==> src/rtl/zop_pkg.sv <==
package zop_pkg;
   typedef enum logic [1:0] {
      OP_SET = 2'b00,
      OP_CLR = 2'b01,
      OP_ARM = 2'b10,
      OP_BRA = 2'b11
   } op_e;
endpackage

==> src/rtl/zop_bitmem.sv <==
module zop_bitmem
   import zop_pkg::*;
#(
   parameter int AW  = 10,
   parameter int PW  = 12,
   parameter bit EXT = 1'b1
) (
   input  logic          clk,
   input  logic          rst_n,
   input  op_e           op,
   input  logic [AW-1:0] w,
   output logic          rd_bit,
   output logic [AW-1:0] wl,
   output logic [PW-1:0] pcl,
   input  logic [AW-1:0] dbg_addr,
   output logic          dbg_bit
);
   localparam int DEPTH  = 1 << AW;
   localparam int WLAT   = AW + PW;
   localparam int PLAT   = WLAT + 1;
   localparam int WC_LO  = WLAT + 2;
   localparam int PCC_LO = WC_LO + AW;
   localparam int USED   = EXT ? (PCC_LO + PW) : WLAT;

   if (USED > DEPTH) begin : g_size_bad
      $fatal(1, "zop_bitmem: literal fields do not fit in data memory");
   end

   logic [DEPTH-1:0] mem_q, mem_d;
   logic [AW-1:0]    wc_v;
   logic [PW-1:0]    pcc_v;
   logic             cp_wl, cp_pcl;

   generate
      if (EXT) begin : g_ind
         assign wc_v   = mem_q[WC_LO +: AW];
         assign pcc_v  = mem_q[PCC_LO +: PW];
         assign cp_wl  = (op == OP_SET) && (w == AW'(WLAT));
         assign cp_pcl = (op == OP_SET) && (w == AW'(PLAT));
      end else begin : g_plain
         assign wc_v   = '0;
         assign pcc_v  = '0;
         assign cp_wl  = 1'b0;
         assign cp_pcl = 1'b0;
      end
   endgenerate

   always_comb begin
      mem_d = mem_q;
      unique case (op)
         OP_SET: begin
            if (cp_wl)  mem_d[0 +: AW]  = wc_v;
            if (cp_pcl) mem_d[AW +: PW] = pcc_v;
            mem_d[w] = 1'b1;
         end
         OP_CLR: mem_d[w] = 1'b0;
         OP_ARM: mem_d[0 +: AW] = '0;
         default: ;
      endcase
   end

   always_ff @(posedge clk) begin
      if (!rst_n) mem_q <= '0;
      else        mem_q <= mem_d;
   end

   assign rd_bit  = mem_q[w];
   assign wl      = mem_q[0 +: AW];
   assign pcl     = mem_q[AW +: PW];
   assign dbg_bit = mem_q[dbg_addr];
endmodule

==> src/rtl/zop_seq.sv <==
module zop_seq
   import zop_pkg::*;
#(
   parameter int AW = 10,
   parameter int PW = 12
) (
   input  logic          clk,
   input  logic          rst_n,
   input  op_e           op,
   input  logic          rd_bit,
   input  logic [AW-1:0] wl,
   input  logic [PW-1:0] pcl,
   output logic [PW-1:0] pc_q,
   output logic [AW-1:0] w_q
);
   logic [PW-1:0] pc_d;
   logic [AW-1:0] w_d;

   always_comb begin
      pc_d = pc_q + 1'b1;
      w_d  = w_q;
      unique case (op)
         OP_SET, OP_CLR: w_d = w_q + 1'b1;
         OP_ARM:         w_d = wl;
         OP_BRA:         if (!rd_bit) pc_d = pcl;
         default: ;
      endcase
   end

   always_ff @(posedge clk) begin
      if (!rst_n) begin
         pc_q <= '0;
         w_q  <= '0;
      end else begin
         pc_q <= pc_d;
         w_q  <= w_d;
      end
   end
endmodule

==> src/rtl/zop_core.sv <==
module zop_core
   import zop_pkg::*;
#(
   parameter int AW  = 10,
   parameter int PW  = 12,
   parameter bit EXT = 1'b1
) (
   input  logic          clk,
   input  logic          rst_n,
   output logic [PW-1:0] pm_addr,
   input  logic [1:0]    pm_op,
   input  logic [AW-1:0] dbg_addr,
   output logic          dbg_bit,
   output logic [AW-1:0] dbg_w
);
   if (AW < 2 || PW < 2) begin : g_width_bad
      $fatal(1, "zop_core: address widths too small");
   end

   op_e           op;
   logic [AW-1:0] w_q;
   logic [AW-1:0] wl_v;
   logic [PW-1:0] pcl_v;
   logic          rd_bit;

   assign op = op_e'(pm_op);

   zop_bitmem #(.AW(AW), .PW(PW), .EXT(EXT)) u_mem (
      .clk(clk), .rst_n(rst_n), .op(op), .w(w_q), .rd_bit(rd_bit),
      .wl(wl_v), .pcl(pcl_v), .dbg_addr(dbg_addr), .dbg_bit(dbg_bit)
   );

   zop_seq #(.AW(AW), .PW(PW)) u_seq (
      .clk(clk), .rst_n(rst_n), .op(op), .rd_bit(rd_bit),
      .wl(wl_v), .pcl(pcl_v), .pc_q(pm_addr), .w_q(w_q)
   );

   assign dbg_w = w_q;
endmodule

==> config.mk <==
export PLATFORM = sky130hd
export DESIGN_NAME = zop_core
export DESIGN_NICKNAME = d
export VERILOG_FILES = /design/src/rtl/zop_pkg.sv /design/src/rtl/zop_bitmem.sv /design/src/rtl/zop_seq.sv /design/src/rtl/zop_core.sv
export SDC_FILE = /design/constraint.sdc
export NUM_CORES = 2
export LEC_CHECK = 0
export BUFFER_PORTS_ARGS = -buffer_cell sky130_fd_sc_hd__buf_2
export CORE_UTILIZATION = 51
export DETAILED_ROUTE_END_ITERATION = 16
export PLACE_DENSITY = 0.69
export SLEW_MARGIN = 20
export SYNTH_ARGS = -nofsm -noshare
export SYNTH_HDL_FRONTEND = slang
export SYNTH_HIERARCHICAL = 1
export SYNTH_SLANG_ARGS = --single-unit
==> constraint.sdc <==
create_clock -name clk -period 3.5 [get_ports clk]
set_clock_uncertainty 0.15 [all_clocks]
set_input_delay 0 -clock clk [delete_from_list [all_inputs] [get_ports clk]]
set_output_delay 0 -clock clk [all_outputs]
set_load 0.03 [all_outputs]
## Yosys cells after proc, flatten, opt, wreduce, memory -nomap -nowiden

Cells that the tools add are included.

| word-level totals | value |
|---|---|
| output and inout bits | 23 |
| bits in registers | 1046 |
| word-level logic and storage cells | 40 |
| input bits | 14 |

| cells by class | value |
|---|---|
| equality and inequality tests | 5 |
| $add $sub $neg | 2 |
| reduce and logical (&&, ||, !) cells | 8 |
| bitwise operators | 3 |
| mux-type cells | 15 |
| order comparisons | 3 |

Operator list:

| kind | count |
|---|---|
| $pmux W1014 S2 | 1 |
| $and A1024 B1024 Y1024 | 1 |
| $not A1024 Y1024 | 1 |
| $or A1024 B1024 Y1024 | 1 |
| $mux W12 | 4 |
| $pmux W10 S3 | 1 |
| $lt A10 B11 Y1 const B | 2 |
| $bmux W1 S10 | 2 |
| $eq A10 B5 Y1 const B | 2 |
| $mux W10 | 2 |
| $pmux W10 S2 | 1 |
| $add A12 B1 Y12 const B | 1 |
| $add A10 B1 Y10 const B | 1 |
| $demux W1 S10 | 1 |
| $ge A10 B1 Y1 const B | 1 |
| $eq A2 B2 Y1 const B | 2 |
| $reduce_bool A2 Y1 | 2 |
| $logic_and A1 B1 Y1 | 3 |
| $mux W1 | 3 |
| $reduce_bool A3 Y1 | 1 |
| $eq A2 B1 Y1 const B | 1 |
| $logic_not A2 Y1 | 1 |
| $reduce_or A2 Y1 | 1 |

## Longest topological paths before layout

| logic depth | value |
|---|---|
| word-level depth | 7 |
| mapped depth | 16 |
| gate-level depth less buffers | 11 |

## By module

Netlist, hierarchy kept.

By module, submodules not included:

| module | times used | seq. area each (µm²) | cells an instance | area an instance (µm²) |
|---|---|---|---|---|
| zop_bitmem | 1 | 20499.7 | 5251 | 54698.7 |
| zop_seq | 1 | 440.4 | 137 | 1171.1 |

## Worst setup path after synthesis

No wires, ideal clock.

| timing path | value |
|---|---|
| kind | reg2reg |
| start point | reg u_seq.w_q[0] |
| end point | reg u_seq.pc_q[0] |
| cell stages (with the launch flop) | 15 |
| library setup time | 0.086 ns |
| required time | 3.264 ns |
| clock period less this slack | 3.579 ns |
| arrival time | 3.343 ns |
| path buffers | 5 |
| setup slack | -0.079 ns |
| cell sequence | dfxtp_1 buf_2 buf_6 buf_2 buf_2 mux4_2 a22oi_1 nand4_1 a221oi_1 nor3_1 o31ai_1 nand4_1 nand2b_4 buf_8 a211oi_1 |

| on the way | value |
|---|---|
| word-level cells in the longest chain between the ends | 4 |

RTL lines:

| element | RTL line | RTL |
|---|---|---|
| from (decl) | zop_seq.sv:14 | `output logic [AW-1:0] w_q` |
| from (signal assigned) | zop_seq.sv:36 | `w_q <= w_d;` |
| $bmux W1 S10 | zop_bitmem.sv:67 | `assign rd_bit = mem_q[w];` |
| $mux W1 (implied by the code) | zop_bitmem.sv:67 |  |
| net rd_bit | zop_core.sv:24 | `logic rd_bit;` |
| $mux W12 | zop_seq.sv:25 | `OP_BRA: if (!rd_bit) pc_d = pcl;` |
| $mux W12 | zop_seq.sv:22 | `unique case (op)` |
| to (signal assigned) | zop_seq.sv:35 | `pc_q <= pc_d;` |
| to (decl) | zop_seq.sv:13 | `output logic [PW-1:0] pc_q,` |

The timed path passes the listed nets, and every way through them passes these cells. The select of a mux whose other input is x is not followed.
A chain may end at the register's enable or synchronous reset.

## Final worst setup path

| timing path | value |
|---|---|
| start point | reg u_seq.w_q[0] |
| end point | reg u_seq.pc_q[1] |

The elaborated chain is that of the path after synthesis.

==> reports/qor.csv <==
stage,metric,value,unit
run_status,status,"complete, but fails checks",
run_status,violations,setup timing,
critical_path,critical_path.cell_chain,buf_12 -> buf_12 -> mux4_2 -> a22oi_1 -> nand4_1 -> buf_4 -> mux4_2 -> nor2b_4 -> nor3_2 -> nand4_1 -> buf_4 -> nand2b_4 -> mux2i_1 -> nor2_1,
critical_path,crit_family,multiplexers,
sta,fin_crit_sh,116,%
sta,rsz0062_at_grt,true,
sta,setup_violations,13,
floorplan,rows,121,
drt,drt_iter0_drc,9166,
layout,drive_above_1_share,25.5,%
pwr,p_leak,19.2,nW
critical_path,crit_path_max_fanout,6,
layout,area_growth,14.7,%
drt,vias_per_cell,7.74,
critical_path,cp-end-kind,register,
clocking,cts.reportedPaths.clkPinSlew,0.06,ns
synthesis,syn_area_per_cell,10.4,um2
clocking,clockBufferDepth,3,
layout,design_area,64100,um2
place,dp_cells,6454,
place,dp_hpwl,128,mm
global_routing,grt_use_total,37.0,%
critical_path,cp_num_buf_inv,4,
clocking,cts_tree,yes,
layout,most-common-layout-cells,"1085 x a21oi_1, 1043 x dfxtp_1, 1010 x a311oi_1",
layout,layoutNonFillerInstCount,6698,
pwr,seq_power_share,44.6,%
pwr,comb_power_share,9.1,%
global_routing,grt_pass1_vias,46900,
pwr,switchingPower,6.87,mW
place,globalplace.congestion,0.969,
drt,drcViolationCount,0,
sta,fin_setup_tns,-6.65,ns
global_routing,grt_max_degree,219,
synthesis,ys_warn_count,6,
layout,ff_latch_area,20900,um2
sta,setup_slack,-0.559,ns
drt,first_pass_iters,8,
pwr,switching_share,25.6,%
clocking,htree_levels,3,
drt,dr_total_vias,51900,
synthesis,syn_area,55900,um2
sta,hold_violations,0,
sta,hold_slack,0.0937,ns
drt,antenna_violating_nets_post_route,0,
run,maxCapViolations,0,
pwr,peakVddDrop,0.354,mV
global_routing,grt_overflow,0,
place,dp_slack,-0.967,ns
clocking,numCtsBuffers,110,
critical_path,cpPeakStageDelay,0.53,ns
floorplan,initial_core_util,51.4,%
synthesis,ys_async_sr_fraction,0,%
place,post_dp_cell_area,59400,um2
layout,final_common_cell,a21oi_1,
drt,wl_per_cell,31.7,um
synthesis,yosys-top-cells-area,"dfxtp_1 37%, mux4_2 19%, a311oi_1 16%",
critical_path,worstSetupPathType,register to register,
sta,fmax,246,MHz
synthesis,postSynthCellCount,5388,
clocking,clk-insertion-delay-late,0.73,ns
global_routing,antenna_found_initial,4,
synthesis,ys_ff_latch,1046,
synthesis,synthFlopType,dfxtp_1,
critical_path,cp-start-kind,register,
place,portBuffers,36,
pwr,clockPowerShare,46.3,%
sta,maxSlewViolCount,0,
global_routing,grt_pass1_wl,314,mm
pwr,p_per_area,419,nW/um2
synthesis,synth_edf_count,0,
clocking,clock_sinks,1046,
floorplan,core-area,109000,um2
sta,period_minus_slack,4.06,ns
sta,worst_pin_slew,1.35,ns
critical_path,cp_slowest_cell,mux4_2,
synthesis,seq_area_frac_synth,37.5,%
layout,layout.nets,5209,
synthesis,synth.top_cell.area_share,37.5,%
synthesis,post_synth_num_cell_types,71,
sta,max_slew_margin,9.96,%
floorplan,die_area,111000,um2
synthesis,synthesis.nets,5407,
critical_path,cp.required,3.95,ns
pwr,intPower,20.0,mW
synthesis,synth_top_area_cell,dfxtp_1,
critical_path,cp.arrival,4.51,ns
floorplan,die_x,333,um
layout,nFillCells,8839,
floorplan,io_pins,37,
hold_path,hp-class,primary input to register,
drt,totalWireLength,212,mm
floorplan,die_h,333,um
clocking,root_buffer,clkbuf_16,
layout,multi_input_area,32000,um2
-- power groups by stage --
stage               Sequential [mW]  Clock, mW  Combinational (mW)
floorplan                      12.2          0                1.37
global placement               12.2          0                2.23
detailed placement             12.2          0                2.24
CTS                            12.0       12.5                2.34
global route                   12.0       13.0                2.51
finish                         12.0       12.4                2.45
-- cells in the mapped netlist (7+ instances only) --
library cell / instances
clkbuf_1: 613
a211oi_1: 21
buf_2: 136
buf_6: 28
o21ai_1: 8
nor2b_1: 14
mux4_2: 470
nand4_1: 31
o22ai_1: 25
nand2_1: 99
nand2b_1: 9
o21ai_0: 58
mux2_2: 9
nor2_2: 15
a31oi_1: 11
buf_4: 48
a221oi_1: 21
mux2i_1: 145
nor4_1: 8
nand3b_1: 9
buf_1: 17
and2_1: 7
o221ai_1: 31
a22o_1: 18
inv_1: 7
nor3b_1: 7
a21oi_1: 1087
a22oi_1: 123
a311oi_1: 1012
dfxtp_1: 1046
nor2_1: 115
nor3_1: 23
nand3_1: 27
-- per-stage QoR --
stage	power, mW	util, %
floorplan	13.6	-
global placement	14.5	54.6
detailed placement	14.5	54.6
CTS	26.8	58.7
global route	27.4	58.9
finish	26.9	58.9
-- tightest hold or removal path, delay by kind of cell --
family | cells | cell delay, ns
buffers and inverters | 2 | 0.78
AOI/OAI and AO/OA | 2 | 0.14
-- cells by family (layout without fill, tap and decap cells) --
family | count (synthesis) | after routing | synth area share [%]
other | 0 | 1 | 0
xor gates and xnor gates | 9 | 9 | 0.141
DFF | 1046 | 1046 | 37.5
and+or+nand+nor | 396 | 398 | 3.52
AOI/OAI and AO/OA | 2450 | 2450 | 30.2
adders and majority gates | 5 | 5 | 0.112
buffers and inverters | 858 | 751 | 6.84
muxes | 624 | 624 | 21.7
-- path summary, 6_finish.rpt --
path / from / cells after the start / to / slack (ns)
setup / recovery: u_seq/w_q[0] / 14 / u_seq/pc_q[1] / -0.56
hold / removal: rst_n / 4 / u_seq/pc_q[5] / 0.09
setup reg to reg: u_seq/w_q[0] / 14 / u_seq/pc_q[1] / -0.56
hold reg to reg: u_seq/pc_q[11] / 2 / u_seq/pc_q[11] / 0.35
-- per-layer routing --
layer	global-route usage [%]	part of all wire [%]
met5	0	0.010
met4	21.4	6.8
met3	9.12	14
met1	50.3	36
met2	53.4	43
-- layout make-up --
type	instances	share of cell area, %
Sequential cell	1046	32.7
Multi-Input combinational cell	3486	49.9
Timing Repair Buffer	533	8.63
Clock buffer	160	5.09
Antenna cell	1	0.00391
Tap cell	1414	2.76
Clock inverter	45	0.855
Inverter	13	0.0879
-- repair_timing --
| action | 4_1_cts | 5_1_grt |
|---|---|---|
| cloned | 4 | 2 |
| hold buffers | 4 | 0 |
| pin swaps | 21 | 16 |
| gates resized for setup | 68 | 33 |
| setup buffers | 19 | 12 |
| setup endpoints to repair | 13 | 13 |
| endpoints found under the hold margin | 59 | 0 |
Note: power is estimated with default switching activity, not from simulation.
